==> config.mk <==
export PLATFORM = sky130hd
export DESIGN_NAME = sig_agc
export DESIGN_NICKNAME = d
export VERILOG_FILES = /design/src/rtl/agc_pkg.sv /design/src/rtl/agc_coef_dec.sv /design/src/rtl/agc_power_est.sv /design/src/rtl/agc_integrator.sv /design/src/rtl/agc_gain_mult.sv /design/src/rtl/sig_agc.sv
export SDC_FILE = /design/constraint.sdc
export NUM_CORES = 1
export LEC_CHECK = 0
export BUFFER_PORTS_ARGS = -buffer_cell sky130_fd_sc_hd__buf_2
export CAP_MARGIN = 20
export CORE_MARGIN = 10
export CORE_UTILIZATION = 40
export CTS_CLUSTER_DIAMETER = 100
export DETAILED_ROUTE_END_ITERATION = 12
export SLEW_MARGIN = 20
export SYNTH_ARGS = -nofsm -noshare
export SYNTH_HDL_FRONTEND = slang
export SYNTH_SLANG_ARGS = --single-unit
==> constraint.sdc <==
create_clock -name clk -period 5.82 [get_ports clk]
set_input_delay 0.291 -clock clk [delete_from_list [all_inputs] [get_ports clk]]
set_output_delay 0.291 -clock clk [all_outputs]
set_load 0.03 [all_outputs]
==> src/rtl/agc_pkg.sv <==
package agc_pkg;
    typedef enum logic [1:0] {
        ADR_CTRL = 2'd0,
        ADR_IHI  = 2'd1,
        ADR_ILO  = 2'd2,
        ADR_TGT  = 2'd3
    } agc_addr_e;

    typedef logic [2:0] agc_code_t;

    localparam int unsigned CODE_MAX_VALID = 5;
    localparam int unsigned MAX_SHIFT      = 8;
endpackage

==> src/rtl/agc_coef_dec.sv <==
module agc_coef_dec
    import agc_pkg::*;
#(
    parameter int SH_W = 4
) (
    input  agc_code_t         code,
    output logic              en,
    output logic [SH_W-1:0]   shift
);
    always_comb begin
        en    = (code != 3'd0) && (32'(code) <= CODE_MAX_VALID);
        shift = en ? SH_W'({code - 3'd1, 1'b0}) : '0;
    end

    always_comb begin
        if (en) begin
            a_shift_even_r4: assert (shift[0] == 1'b0 && 32'(shift) <= MAX_SHIFT)
                else $error("coefficient shift out of range");
        end
    end
endmodule

==> src/rtl/agc_power_est.sv <==
module agc_power_est #(
    parameter int DW  = 8,
    parameter int AW  = 16,
    parameter int SH  = 4
) (
    input  logic                 clk,
    input  logic                 rst_n,
    input  logic                 vld,
    input  logic signed [DW-1:0] smp_i,
    input  logic signed [DW-1:0] smp_q,
    output logic [AW-1:0]        avg
);
    localparam int PW     = 2*DW + 2;
    localparam int DIFF_W = ((PW > AW+1) ? PW : AW+1) + 1;

    typedef struct packed {
        logic [AW-1:0] avg;
    } pe_st_t;

    pe_st_t st_d, st_q;
    logic signed [PW-1:0]     i_x, q_x, pwr;
    logic signed [DIFF_W-1:0] avg_s, diff, nxt;

    always_comb begin
        st_d  = st_q;
        i_x   = PW'(smp_i);
        q_x   = PW'(smp_q);
        pwr   = i_x*i_x + q_x*q_x;
        avg_s = DIFF_W'($signed({1'b0, st_q.avg}));
        diff  = DIFF_W'(pwr) - avg_s;
        nxt   = avg_s + (diff >>> SH);
        if (vld) st_d.avg = nxt[AW-1:0];
    end

    always_ff @(posedge clk or negedge rst_n) begin
        if (!rst_n) st_q <= '0;
        else        st_q <= st_d;
    end

    assign avg = st_q.avg;

    p_rise_toward_r3: assert property (@(posedge clk) disable iff (!rst_n)
        vld && (DIFF_W'(pwr) >= avg_s) |=> avg >= $past(avg));
    p_fall_toward_r3: assert property (@(posedge clk) disable iff (!rst_n)
        vld && (DIFF_W'(pwr) <= avg_s) |=> avg <= $past(avg));
endmodule

==> src/rtl/agc_integrator.sv <==
module agc_integrator #(
    parameter int           AW      = 16,
    parameter int           IW      = 16,
    parameter int           TGT_W   = 8,
    parameter int           TGT_SH  = 6,
    parameter int           ERR_SH  = 8,
    parameter int           SH_W    = 4,
    parameter int           MAX_SH  = 8,
    parameter logic [IW-1:0] RST_VAL = 16'h4000
) (
    input  logic              clk,
    input  logic              rst_n,
    input  logic              vld,
    input  logic [AW-1:0]     avg,
    input  logic [TGT_W-1:0]  tgt,
    input  logic              en,
    input  logic [SH_W-1:0]   shift,
    input  logic              wr_hi,
    input  logic              wr_lo,
    input  logic [IW/2-1:0]   wdata,
    output logic [IW-1:0]     intg
);
    localparam int HB     = IW/2;
    localparam int ERR_W  = AW + 2;
    localparam int STEP_W = ERR_W + MAX_SH + 1;
    localparam int SUM_W  = STEP_W + 1;

    typedef struct packed {
        logic [IW-1:0] intg;
    } it_st_t;

    it_st_t st_d, st_q;
    logic signed [ERR_W-1:0]  err;
    logic signed [STEP_W-1:0] step;
    logic signed [SUM_W-1:0]  sum;
    logic [IW-1:0]            clamped;

    always_comb begin
        st_d = st_q;
        err  = ERR_W'($signed({1'b0, tgt, {TGT_SH{1'b0}}}))
             - ERR_W'($signed({1'b0, avg}));
        step = (STEP_W'(err) <<< shift) >>> ERR_SH;
        sum  = SUM_W'($signed({1'b0, st_q.intg})) + SUM_W'(step);
        if (sum < 0)
            clamped = '0;
        else if (sum > SUM_W'($signed({1'b0, {IW{1'b1}}})))
            clamped = '1;
        else
            clamped = sum[IW-1:0];

        if (wr_hi)
            st_d.intg = {wdata, {HB{1'b0}}};
        else if (wr_lo)
            st_d.intg = {st_q.intg[IW-1:HB], wdata};
        else if (vld && en)
            st_d.intg = clamped;
    end

    always_ff @(posedge clk or negedge rst_n) begin
        if (!rst_n) st_q.intg <= RST_VAL;
        else        st_q      <= st_d;
    end

    assign intg = st_q.intg;

    p_hold_gain0_r5: assert property (@(posedge clk) disable iff (!rst_n)
        vld && !en && !wr_hi && !wr_lo |=> $stable(intg));
    p_hi_write_clears_r7: assert property (@(posedge clk) disable iff (!rst_n)
        wr_hi |=> (intg[HB-1:0] == '0) && (intg[IW-1:HB] == $past(wdata)));
    p_up_when_low_r6: assert property (@(posedge clk) disable iff (!rst_n)
        vld && en && !wr_hi && !wr_lo && (err > 0) |=> intg >= $past(intg));
    p_down_when_high_r6: assert property (@(posedge clk) disable iff (!rst_n)
        vld && en && !wr_hi && !wr_lo && (err < 0) |=> intg <= $past(intg));
endmodule

==> src/rtl/agc_gain_mult.sv <==
module agc_gain_mult #(
    parameter int DW   = 8,
    parameter int GW   = 8,
    parameter int FRAC = 6
) (
    input  logic                 clk,
    input  logic                 rst_n,
    input  logic                 vld,
    input  logic signed [DW-1:0] x,
    input  logic [GW-1:0]        gain,
    output logic signed [DW-1:0] y
);
    localparam int PW = DW + GW + 1;
    localparam logic signed [PW-1:0] MAXV = $signed({{(PW-DW+1){1'b0}}, {(DW-1){1'b1}}});
    localparam logic signed [PW-1:0] MINV = $signed({{(PW-DW+1){1'b1}}, {(DW-1){1'b0}}});

    typedef struct packed {
        logic [DW-1:0] y;
    } gm_st_t;

    gm_st_t st_d, st_q;
    logic signed [PW-1:0] prod, shd;

    always_comb begin
        st_d = st_q;
        prod = PW'(x) * PW'($signed({1'b0, gain}));
        shd  = prod >>> FRAC;
        if (vld) begin
            if (shd > MAXV)      st_d.y = MAXV[DW-1:0];
            else if (shd < MINV) st_d.y = MINV[DW-1:0];
            else                 st_d.y = shd[DW-1:0];
        end
    end

    always_ff @(posedge clk or negedge rst_n) begin
        if (!rst_n) st_q <= '0;
        else        st_q <= st_d;
    end

    assign y = $signed(st_q.y);

    p_unity_pass_r8: assert property (@(posedge clk) disable iff (!rst_n)
        vld && (gain == GW'(1 << FRAC)) |=> y == $past(x));
    p_idle_hold_r9: assert property (@(posedge clk) disable iff (!rst_n)
        !vld |=> $stable(y));
endmodule

==> src/rtl/sig_agc.sv <==
module sig_agc
    import agc_pkg::*;
#(
    parameter int            DATA_W  = 8,
    parameter int            AVG_W   = 16,
    parameter int            INT_W   = 16,
    parameter int            LEAK_SH = 4,
    parameter int            ERR_SH  = 8,
    parameter int            TGT_SH  = 6,
    parameter int            FRAC_W  = 6,
    parameter logic [15:0]   INT_RST = 16'h4000
) (
    input  logic              clk,
    input  logic              rst_n,
    input  logic              in_valid,
    input  logic [DATA_W-1:0] in_i,
    input  logic [DATA_W-1:0] in_q,
    input  logic              reg_wr,
    input  logic [1:0]        reg_addr,
    input  logic [7:0]        reg_wdata,
    output logic [7:0]        reg_rdata,
    output logic              out_valid,
    output logic [DATA_W-1:0] out_i,
    output logic [DATA_W-1:0] out_q
);
    localparam int BYTE_W = 8;
    localparam int GAIN_W = INT_W / 2;
    localparam int SH_W   = 4;
    localparam int LANES  = 2;

    typedef struct packed {
        agc_code_t         code;
        logic [BYTE_W-1:0] tgt;
        logic              ovld;
    } top_st_t;

    top_st_t st_d, st_q;
    agc_addr_e adr;
    logic wr_ctrl, wr_ihi, wr_ilo, wr_tgt;
    logic [AVG_W-1:0] avg;
    logic [INT_W-1:0] intg;
    logic             dec_en;
    logic [SH_W-1:0]  dec_shift;
    logic signed [DATA_W-1:0] lane_x [LANES];
    logic signed [DATA_W-1:0] lane_y [LANES];

    always_comb begin
        adr     = agc_addr_e'(reg_addr);
        wr_ctrl = reg_wr && (adr == ADR_CTRL);
        wr_ihi  = reg_wr && (adr == ADR_IHI);
        wr_ilo  = reg_wr && (adr == ADR_ILO);
        wr_tgt  = reg_wr && (adr == ADR_TGT);
        st_d      = st_q;
        st_d.ovld = in_valid;
        if (wr_ctrl) st_d.code = reg_wdata[7:5];
        if (wr_tgt)  st_d.tgt  = reg_wdata;
    end

    always_ff @(posedge clk or negedge rst_n) begin
        if (!rst_n) st_q <= '0;
        else        st_q <= st_d;
    end

    always_comb begin
        case (adr)
            ADR_CTRL: reg_rdata = {st_q.code, 5'b0};
            ADR_IHI:  reg_rdata = intg[INT_W-1:GAIN_W];
            ADR_ILO:  reg_rdata = intg[GAIN_W-1:0];
            default:  reg_rdata = st_q.tgt;
        endcase
    end

    agc_power_est #(.DW(DATA_W), .AW(AVG_W), .SH(LEAK_SH)) u_pwr (
        .clk(clk), .rst_n(rst_n), .vld(in_valid),
        .smp_i(in_i), .smp_q(in_q), .avg(avg)
    );

    agc_coef_dec #(.SH_W(SH_W)) u_dec (
        .code(st_q.code), .en(dec_en), .shift(dec_shift)
    );

    agc_integrator #(
        .AW(AVG_W), .IW(INT_W), .TGT_W(BYTE_W), .TGT_SH(TGT_SH),
        .ERR_SH(ERR_SH), .SH_W(SH_W), .MAX_SH(MAX_SHIFT), .RST_VAL(INT_RST)
    ) u_int (
        .clk(clk), .rst_n(rst_n), .vld(in_valid), .avg(avg), .tgt(st_q.tgt),
        .en(dec_en), .shift(dec_shift), .wr_hi(wr_ihi), .wr_lo(wr_ilo),
        .wdata(reg_wdata), .intg(intg)
    );

    assign lane_x[0] = in_i;
    assign lane_x[1] = in_q;

    for (genvar g = 0; g < LANES; g++) begin : g_lane
        agc_gain_mult #(.DW(DATA_W), .GW(GAIN_W), .FRAC(FRAC_W)) u_mul (
            .clk(clk), .rst_n(rst_n), .vld(in_valid), .x(lane_x[g]),
            .gain(intg[INT_W-1:GAIN_W]), .y(lane_y[g])
        );
    end

    assign out_i     = lane_y[0];
    assign out_q     = lane_y[1];
    assign out_valid = st_q.ovld;

    p_valid_follows_r8: assert property (@(posedge clk) disable iff (!rst_n)
        in_valid |=> out_valid);
    p_valid_drops_r9: assert property (@(posedge clk) disable iff (!rst_n)
        !in_valid |=> !out_valid);
    p_code_store_r2: assert property (@(posedge clk) disable iff (!rst_n)
        wr_ctrl |=> st_q.code == $past(reg_wdata[7:5]));
endmodule

Yosys cells after proc, flatten, opt, wreduce, memory -nomap -nowiden
Cells that the tools add are included.

storage, ports and cells
  register bits after elaboration = 60
  bits in latches = 0
  bits in writable memories = 0
  memory bits (read-only) = 0
  input port bits = 30
  output and inout port bits = 25
  logic and storage cells = 52
  memories = 0

cells by class
  $add $sub $neg = 6
  multiply operators = 4
  div/mod/pow operators = 0
  magnitude comparators = 7
  equal/unequal tests = 4
  shifts and indexed selects = 1
  multiplexer cells = 11
  bitwise logic cells = 0
  reduce and logical (&&, ||, !) cells = 11

operators by type and width
  operator              count
  $mux 16               5
  $mul 8x9->17          2
  $mul 8x8->16          2
  $mux 8                4
  $sshl 17x4->27        1
  $pmux 8 s3            1
  $gt 11x8->1 const B   2
  $lt 11x8->1 const B   2
  $add 17x19->20        1
  $gt 20x17->1 const B  1
  $lt 20x1->1 const B   1
  $sub 18x17->19        1
  $add 16x16->17        1
  $sub 14x16->17        1
  $add 16x15->16        1
  $logic_and 1x1->1     6
  $reduce_bool 3->1     2
  $eq 2x2->1 const B    2
  $mux 4                1
  $le 3x3->1 const B    1
  $sub 3x1->3 const B   1
  $eq 2x1->1 const B    1
  $logic_not 2->1       1
  $ne 2x1->1 const B    1
  2 further kinds       2

Longest topological paths before layout
Gate-level depths: netlist of the first run.

  depth after elaboration = 11
  mapped depth = 37
  depth with buffers taken out = 37

Modules after synthesis
From an unflattened synthesis of the first run, not the netlist that was laid out.

second synthesis, totals
  cells, all modules = 1818
  area, all modules = 15862.7 um2

by module, submodules not included
  module                           instances  cells each  area each (um2)  sequential area each (um2)
  agc_power_est                    1          709         6602.6           400.4
  agc_integrator                   1          499         3474.6           401.6
  agc_gain_mult (g_lane[1].u_mul)  1          278         2552.4           200.2
  agc_gain_mult (g_lane[0].u_mul)  1          277         2484.9           200.2
  sig_agc                          1          44          673.1            300.3
  agc_coef_dec                     1          11          75.1             0.0

Worst setup path before layout of the first run
Ideal clock, no wire load.

  kind = input to register
  start point = input in_i[4]
  end point = register u_pwr.st_q (netlist bit u_pwr.avg[15])
  data arrival time = 8.234 ns
  data required time = 5.730 ns
  slack = -2.504 ns
  stages on the path = 34
  buffers on the path = 1
  cells stage by stage = clkbuf_1 > nand2_1 > fa_1 > fa_1 > fa_1 > inv_1 > fa_1 > fa_1 > inv_1 > fa_1 > inv_1 > ha_1 > o21ai_0 > nand2_1 > a21o_1 > a21o_1 > xor2_1 > ha_1 > a21o_1 > a21oi_1 > o41ai_1 > and2_1 > o21a_1 > o21ai_1 > nand2b_1 > a21oi_1 > xnor2_1 > ha_1 > or4_1 > a31oi_1 > nor2b_1 > o21ai_0 > mux4_2 > o2111ai_1

between the ends
  word-level cells in the longest chain between the ends = 4

ends and longest elaborated chain
  what                    line                 source
  start: declaration      sig_agc.sv:16        input logic [DATA_W-1:0] in_i,
  $mul 8x8->16            agc_power_est.sv:28  pwr = i_x*i_x + q_x*q_x;
  $add 16x16->17          agc_power_est.sv:28
  $sub 18x17->19          agc_power_est.sv:30  diff = DIFF_W'(pwr) - avg_s;
  $add 16x15->16          agc_power_est.sv:31  nxt = avg_s + (diff >>> SH);
  end signal: assignment  agc_power_est.sv:37  else st_q <= st_d;
  end: declaration        agc_power_est.sv:20  pe_st_t st_d, st_q;

Every way passes these cells.
A chain may end at the register's enable or synchronous reset.

Final worst setup path of the first run
  start point = input in_i[3]
  end point = register u_pwr.st_q (netlist bit u_pwr.avg[15])

Same word-level chain as after synthesis.

==> flow_summary_export.csv, run 1 <==
group,metric,value,unit
status,outcome,"finished, violations left",
status,violations,"setup timing",
min_path,hold_start,"reg_wdata[2]",
placement,port_buffers,54,
min_path,min_path_type,"in -> reg",
sta,postLayoutSetupSlackWorst,-2.07,ns
drt,via_per_inst,5.25,
critical_path,r2r_setup_slack,0.24,ns
logic_synthesis,yosysWarningCount,0,
sta,period_needed,7.89,ns
clock_tree,h-tree-depth,3,
sta,timing.final.crit_share,136,%
grt,grt_pass1_vias,12700,
clock_tree,ctsLongestPathBuffers,2,
drt,drt-initial-drc-count,752,
die,die_area,45300,µm²
logic_synthesis,synth_area,14900,µm²
logic_synthesis,synth_seq_area_share,10.1,%
critical_path,start_kind,"input pin",
critical_path,worstPathArrival,8.15,ns
min_path,worstHoldEndpoint,"st_q[3]$_DFFE_PN0P_",
critical_path,end_kind,"register",
drt,wl_per_cell,16.3,µm
drt,wl,39.2,mm
placement,dpl.hpwl,33.0,mm
finish,drive_gt1_share,22.3,%
critical_path,rr_startpoint,"u_pwr.avg[7]$_DFFE_PN0P_",
logic_synthesis,syn_inst,1707,
sta,drv_slew,0,
critical_path,reg2reg_depth,22,
logic_synthesis,ys.flop_type,"dfrtp_1",
grt,grt_max_degree,53,
logic_synthesis,yosys-top-cells-area,"fa_1 26%, ha_1 16%, dfrtp_1 9.9%",
drt,post-route-drc-count,0,
finish,fin_util,49.6,%
clock_tree,cts_buffers,9,
drt,first_pass_iters,5,
critical_path,worstSetupPathType,"in -> reg",
clock_tree,clk_pin_slew,0.06,ns
critical_path,crit_path_top_delay_cell,"mux4_2",
clock_tree,cts.sinks,60,
sta,fin_skew,0.00936,ns
logic_synthesis,synth_top_area_share,26.1,%
finish,fin_nets,2356,
die,die_y,213,µm
die,fp.dieW,213,µm
logic_synthesis,postSynthAreaPerCell,8.72,µm²
finish,diodes,0,
die,core,36700,µm²
sta,setup_viol,12,
logic_synthesis,synth_nets,2124,
sta,slew_headroom,52.2,%
placement,gp_congestion,0.928,
sta,rsz0062_at_grt,"yes",
run,drv_cap,0,
logic_synthesis,async_flop_share,100,%
die,initial_utilization,40.5,%
finish,area_delta_synth_final,22.2,%
sta,tightest_slew,0.718,ns
min_path,holdPathStages,2,
logic_synthesis,yosys_register_bits,60,
critical_path,crit_required,6.09,ns
grt,antenna_found_initial,1,
drt,num_vias,12700,
clock_tree,root_buffer,"clkbuf_16",
logic_synthesis,synth_enable_flop_cells,0,
grt,grt-ovfl-total,0,
logic_synthesis,yosysTopAreaCell,"fa_1",
clock_tree,clock_latency,0.35,ns
critical_path,cp_slowest_stage_delay,0.53,ns
drt,antenna_left,0,
grt,grtUsageTotal,17.6,%
clock_tree,cts_tree,"done",
die,rows,70,
sta,fmax,127,MHz
die,ios,55,
finish,fillers,3435,
critical_path,crit_path_frequent_cell,"fa_1",
critical_path,r2r-end,"u_int.intg[4]$_DFFE_PN0P_",
grt,grt_pass1_wl,64.6,mm
logic_synthesis,synth_cell_types,77,
critical_path,critPathMaxFanout,4,
sta,hold_violations,0,
## worst max-delay path: cells and delay by family
kind	cells	cell delay, ns
buffers and inverters	7	0.51
AOI/OAI and AO/OA	10	1.54
muxes	1	0.53
adders and majority gates	9	3.84
xor gates and xnor gates	2	0.28
and+or+nand+nor	7	1.15
## worst max path at each step
| stage | from | to | slack, ns | cells after the start |
|---|---|---|---|---|
| CTS | in_i[3] | u_pwr.avg[15]$_DFFE_PN0P_ | -2.03 | 36 |
| detailed placement | in_i[6] | u_pwr.avg[15]$_DFFE_PN0P_ | -2.45 | 35 |
| finish | in_i[3] | u_pwr.avg[15]$_DFFE_PN0P_ | -2.07 | 36 |
| global route | in_i[3] | u_pwr.avg[15]$_DFFE_PN0P_ | -2.34 | 36 |
| floorplan | in_i[2] | u_pwr.avg[15]$_DFFE_PN0P_ | -2.09 | 37 |
| global placement | in_i[0] | u_pwr.avg[15]$_DFFE_PN0P_ | -2.36 | 36 |
## final cells by class
class | count | area (µm²) | area share (%)
multi-input combinational | 1315 | 12700 | 69.7
timing repair buffer | 281 | 2100 | 11.5
sequential | 60 | 1510 | 8.28
inverter | 272 | 1030 | 5.64
clock buffer | 14 | 274 | 1.51
tap | 468 | 586 | 3.22
clock inverter | 1 | 30.0 | 0.165
## per-stage QoR
step / area [µm²] / TNS, ns / setup WS, ns / hold slack, ns / cells
5_1_grt: 18200 / -17.20 / -2.34 / 0.250 / 2411
4_1_cts: 17800 / -13.68 / -2.03 / 0.245 / 2405
3_5_place_dp: 17300 / -17.37 / -2.45 / 0.256 / 2380
3_3_place_gp: 17300 / -17.02 / -2.36 / 0.250 / 2380
6_report: 18200 / -13.01 / -2.07 / 0.262 / 2411
2_1_floorplan: 15100 / -9.83 / -2.09 / -0.00459 / 1707
## timing repair
action	CTS	global route
endpoints found under the hold margin	17	0
setup endpoints to repair	12	41
buffers inserted	11	11
pin swaps	46	47
hold buffers	1	0
cloned	0	0
gates resized for setup	46	84
## kinds of logic after synthesis
kind of cell             Yosys count  synth area share (%)
AO/OA/AOI/OAI                    297                  13.9
XOR/XNOR                          97                  5.71
adder cells (fa/ha/maj)          387                  42.3
buffers and inverters            332                  8.46
flip-flops                        60                  10.1
multiplexers                      37                  2.94
AND/OR/NAND/NOR                  497                  16.5
## registers in the layout (all words and copies together), names as in the netlist
register / count
u_pwr.avg: 16
g_lane.u_mul.y: 16
u_int.intg: 16
out_valid: 1
st_q: 11
## layout by cell type, fill, tap and decap left out, types with 19 or more instances in the layout
cell / Yosys / final
nor2_1: 117 / 113
nand2b_1: 27 / 27
o21ai_1: 17 / 24
a21oi_1: 68 / 58
xnor2_1: 62 / 55
ha_1: 193 / 182
nand3_1: 25 / 21
nor3_1: 26 / 20
buf_4: 0 / 217
buf_6: 1 / 19
buf_2: 4 / 42
mux2i_1: 19 / 19
nand2_1: 142 / 134
fa_1: 194 / 190
o21ai_0: 42 / 30
dfrtp_1: 59 / 57
xor2_1: 35 / 34
a21o_1: 21 / 21
inv_1: 272 / 259
and2_1: 96 / 87
## per-layer routing
metal | GRT usage (%) | vias up | routed length (µm) | share of wire [%]
li1 | - | 6125 | - | -
met1 | 22.7 | 6236 | 17100 | 44
met2 | 30.7 | 248 | 19600 | 50
met3 | 2.20 | 42 | 1790 | 4.6
met4 | 4.28 | 2 | 746 | 1.9
met5 | 0 | - | 13 | 0.033
## Yosys cell counts (7+ instances only)
library cell	n
ha_1	193
nand2b_1	27
o221ai_1	12
nor2b_1	14
nor3_1	26
nor2_1	117
a22oi_1	11
or3_1	7
xnor2_1	62
and3_1	13
fa_1	194
dfrtp_1	59
inv_1	272
nand3_1	25
o22ai_1	10
and2_1	96
a21o_1	21
nand2_1	142
o21ai_0	42
o21a_1	9
clkbuf_1	48
a21oi_1	68
o211ai_1	10
o21ai_1	17
mux2i_1	19
buf_1	7
a31oi_1	13
a211oi_1	12
xor2_1	35
mux2_2	14
Power of run 1 is left out: the tool's default activity adds up to more than one toggle a clock period on the data nets, which glitch-free logic cannot reach.
==> inputs of run 2 (changes only) <==
PLACE_DENSITY_LB_ADDON = 0.12   (was default)
==> run 2 against run 1 <==
Effect of this change: the flow still finishes with violations (setup timing); wire length increased by 4.6%; first-iteration DRC count decreased by 21%; via count shrank 0.47%; highest routed layer unchanged.
==> flow_summary_export.csv, run 2 (synthesized netlist as in run 1, its figures left out) <==
group,metric,value,unit
finish,area_delta_synth_final,23.3,%
critical_path,crit_required,6.11,ns
clock_tree,clk_pin_slew,0.07,ns
drt,wl_per_cell,16.9,µm
critical_path,worstSetupPathType,"in -> reg",
sta,hold_violations,0,
drt,first_pass_iters,4,
die,fp.dieW,213,µm
die,die_y,213,µm
finish,mostFrequentLayoutCells,"261 x inv_1, 230 x buf_4, 192 x fa_1",
die,die_area,45300,µm²
sta,timing.hold.ws,0.110,ns
critical_path,worstPathArrival,8.02,ns
die,rows,70,
die,ios,55,
drt,wl_met1,19.6,mm
placement,port_buffers,54,
drt,num_vias,12600,
run,drv_cap,0,
critical_path,path_delay_family,"adder cells",
critical_path,end_kind,"register",
sta,drv_slew,0,
clock_tree,h-tree-depth,3,
sta,timing.final.crit_share,133,%
status,outcome,"finished, violations left",
sta,period_needed,7.73,ns
finish,drive_gt1_share,23.1,%
critical_path,endpoint,"u_pwr.avg[15]$_DFFE_PN0P_",
drt,met2_length,19.1,mm
finish,diodes,0,
sta,setup_viol,11,
grt,grt-ovfl-total,0,
placement,dpl.hpwl,34.1,mm
critical_path,critPathMaxFanout,5,
grt,antenna_found_initial,1,
clock_tree,ctsLongestPathBuffers,2,
clock_tree,cts.sinks,60,
critical_path,rr_startpoint,"u_pwr.avg[6]$_DFFE_PN0P_",
clock_tree,clock_latency,0.37,ns
grt,grt_max_degree,61,
drt,wl,41.0,mm
status,violations,"setup timing",
min_path,min_path_type,"in -> async",
critical_path,crit_path_frequent_cell,"fa_1",
drt,via_per_inst,5.19,
critical_path,reg2reg_depth,21,
critical_path,start_kind,"input pin",
clock_tree,cts_buffers,9,
critical_path,cp_slowest_stage_delay,0.55,ns
placement,gp_congestion,0.879,
drt,drt-initial-drc-count,596,
die,core,36700,µm²
finish,layout_commonest_cell,"inv_1",
grt,grt_pass1_vias,13000,
drt,post-route-drc-count,0,
grt,grt_pass1_wl,68.3,mm
critical_path,crit_path_top_delay_cell,"fa_1",
sta,fin_skew,0.0125,ns
clock_tree,root_buffer,"clkbuf_16",
drt,routed-wl-met3,1.63,mm
sta,tightest_slew,0.873,ns
drt,antenna_left,0,
finish,fin_nets,2369,
critical_path,worst-path-stages,36,
critical_path,crit_buf_inv,6,
sta,postLayoutSetupSlackWorst,-1.91,ns
sta,rsz0062_at_grt,"yes",
critical_path,r2r_setup_slack,0.24,ns
clock_tree,cts_tree,"done",
sta,slew_headroom,41.8,%
sta,fmax,129,MHz
drt,top_layer_used,"met5",
grt,grtUsageTotal,19.0,%
critical_path,crit_start,"in_i[3]",
critical_path,r2r-end,"u_int.intg[6]$_DFFE_PN0P_",
die,initial_utilization,40.5,%
clock_tree,cts_hold_buffers,0,
[run 2: worst min-delay path by stage]
stage | from | endpoint | cells past startpoint
detailed placement | g_lane[1].u_mul.y[2]$_DFFE_PN0P_ | g_lane[1].u_mul.y[2]$_DFFE_PN0P_ | 2
global route | rst_n | u_int.intg[4]$_DFFE_PN0P_ | 2
CTS | rst_n | u_int.intg[4]$_DFFE_PN0P_ | 2
floorplan | rst_n | g_lane[0].u_mul.y[0]$_DFFE_PN0P_ | 0
global placement | g_lane[1].u_mul.y[2]$_DFFE_PN0P_ | g_lane[1].u_mul.y[2]$_DFFE_PN0P_ | 2
finish | rst_n | u_int.intg[4]$_DFFE_PN0P_ | 2
[run 2: what timing repair did]
item | in CTS | in global routing
pin swaps | 34 | 32
resized for setup | 68 | 63
setup buffers | 12 | 11
endpoints found under the setup margin | 12 | 40
[run 2: metrics by stage]
| stage | utilization [%] | instances | setup TNS [ns] | instance area (µm²) | worst slack [ns] |
|---|---|---|---|---|---|
| after floorplan | - | 1707 | -9.83 | 15100 | -2.09 |
| after global placement | 47.3 | 2390 | -17.50 | 17300 | -2.36 |
| after detailed placement | 47.3 | 2390 | -18.34 | 17300 | -2.52 |
| after CTS | 49.1 | 2417 | -12.40 | 18000 | -1.96 |
| after global routing | 50.0 | 2425 | -16.28 | 18300 | -2.28 |
| final | 50.0 | 2425 | -11.76 | 18300 | -1.91 |
[run 2: metal layers]
metal  vias up  track usage [%]
li1       6151                -
met1      6212             26.1
met2       192             30.8
met3        37             2.54
met4         2             4.73
met5         -                0
[run 2: layout make-up]
type,count,area [µm²]
clock buffers,9,225
inverters,272,1020
clock inverters,7,75.1
fillers,3515,18400
well taps,468,586
multi-input cells,1315,12700
repair buffers,294,2210
flip-flops and latches,60,1500
Power of run 2 is left out for the same reason.
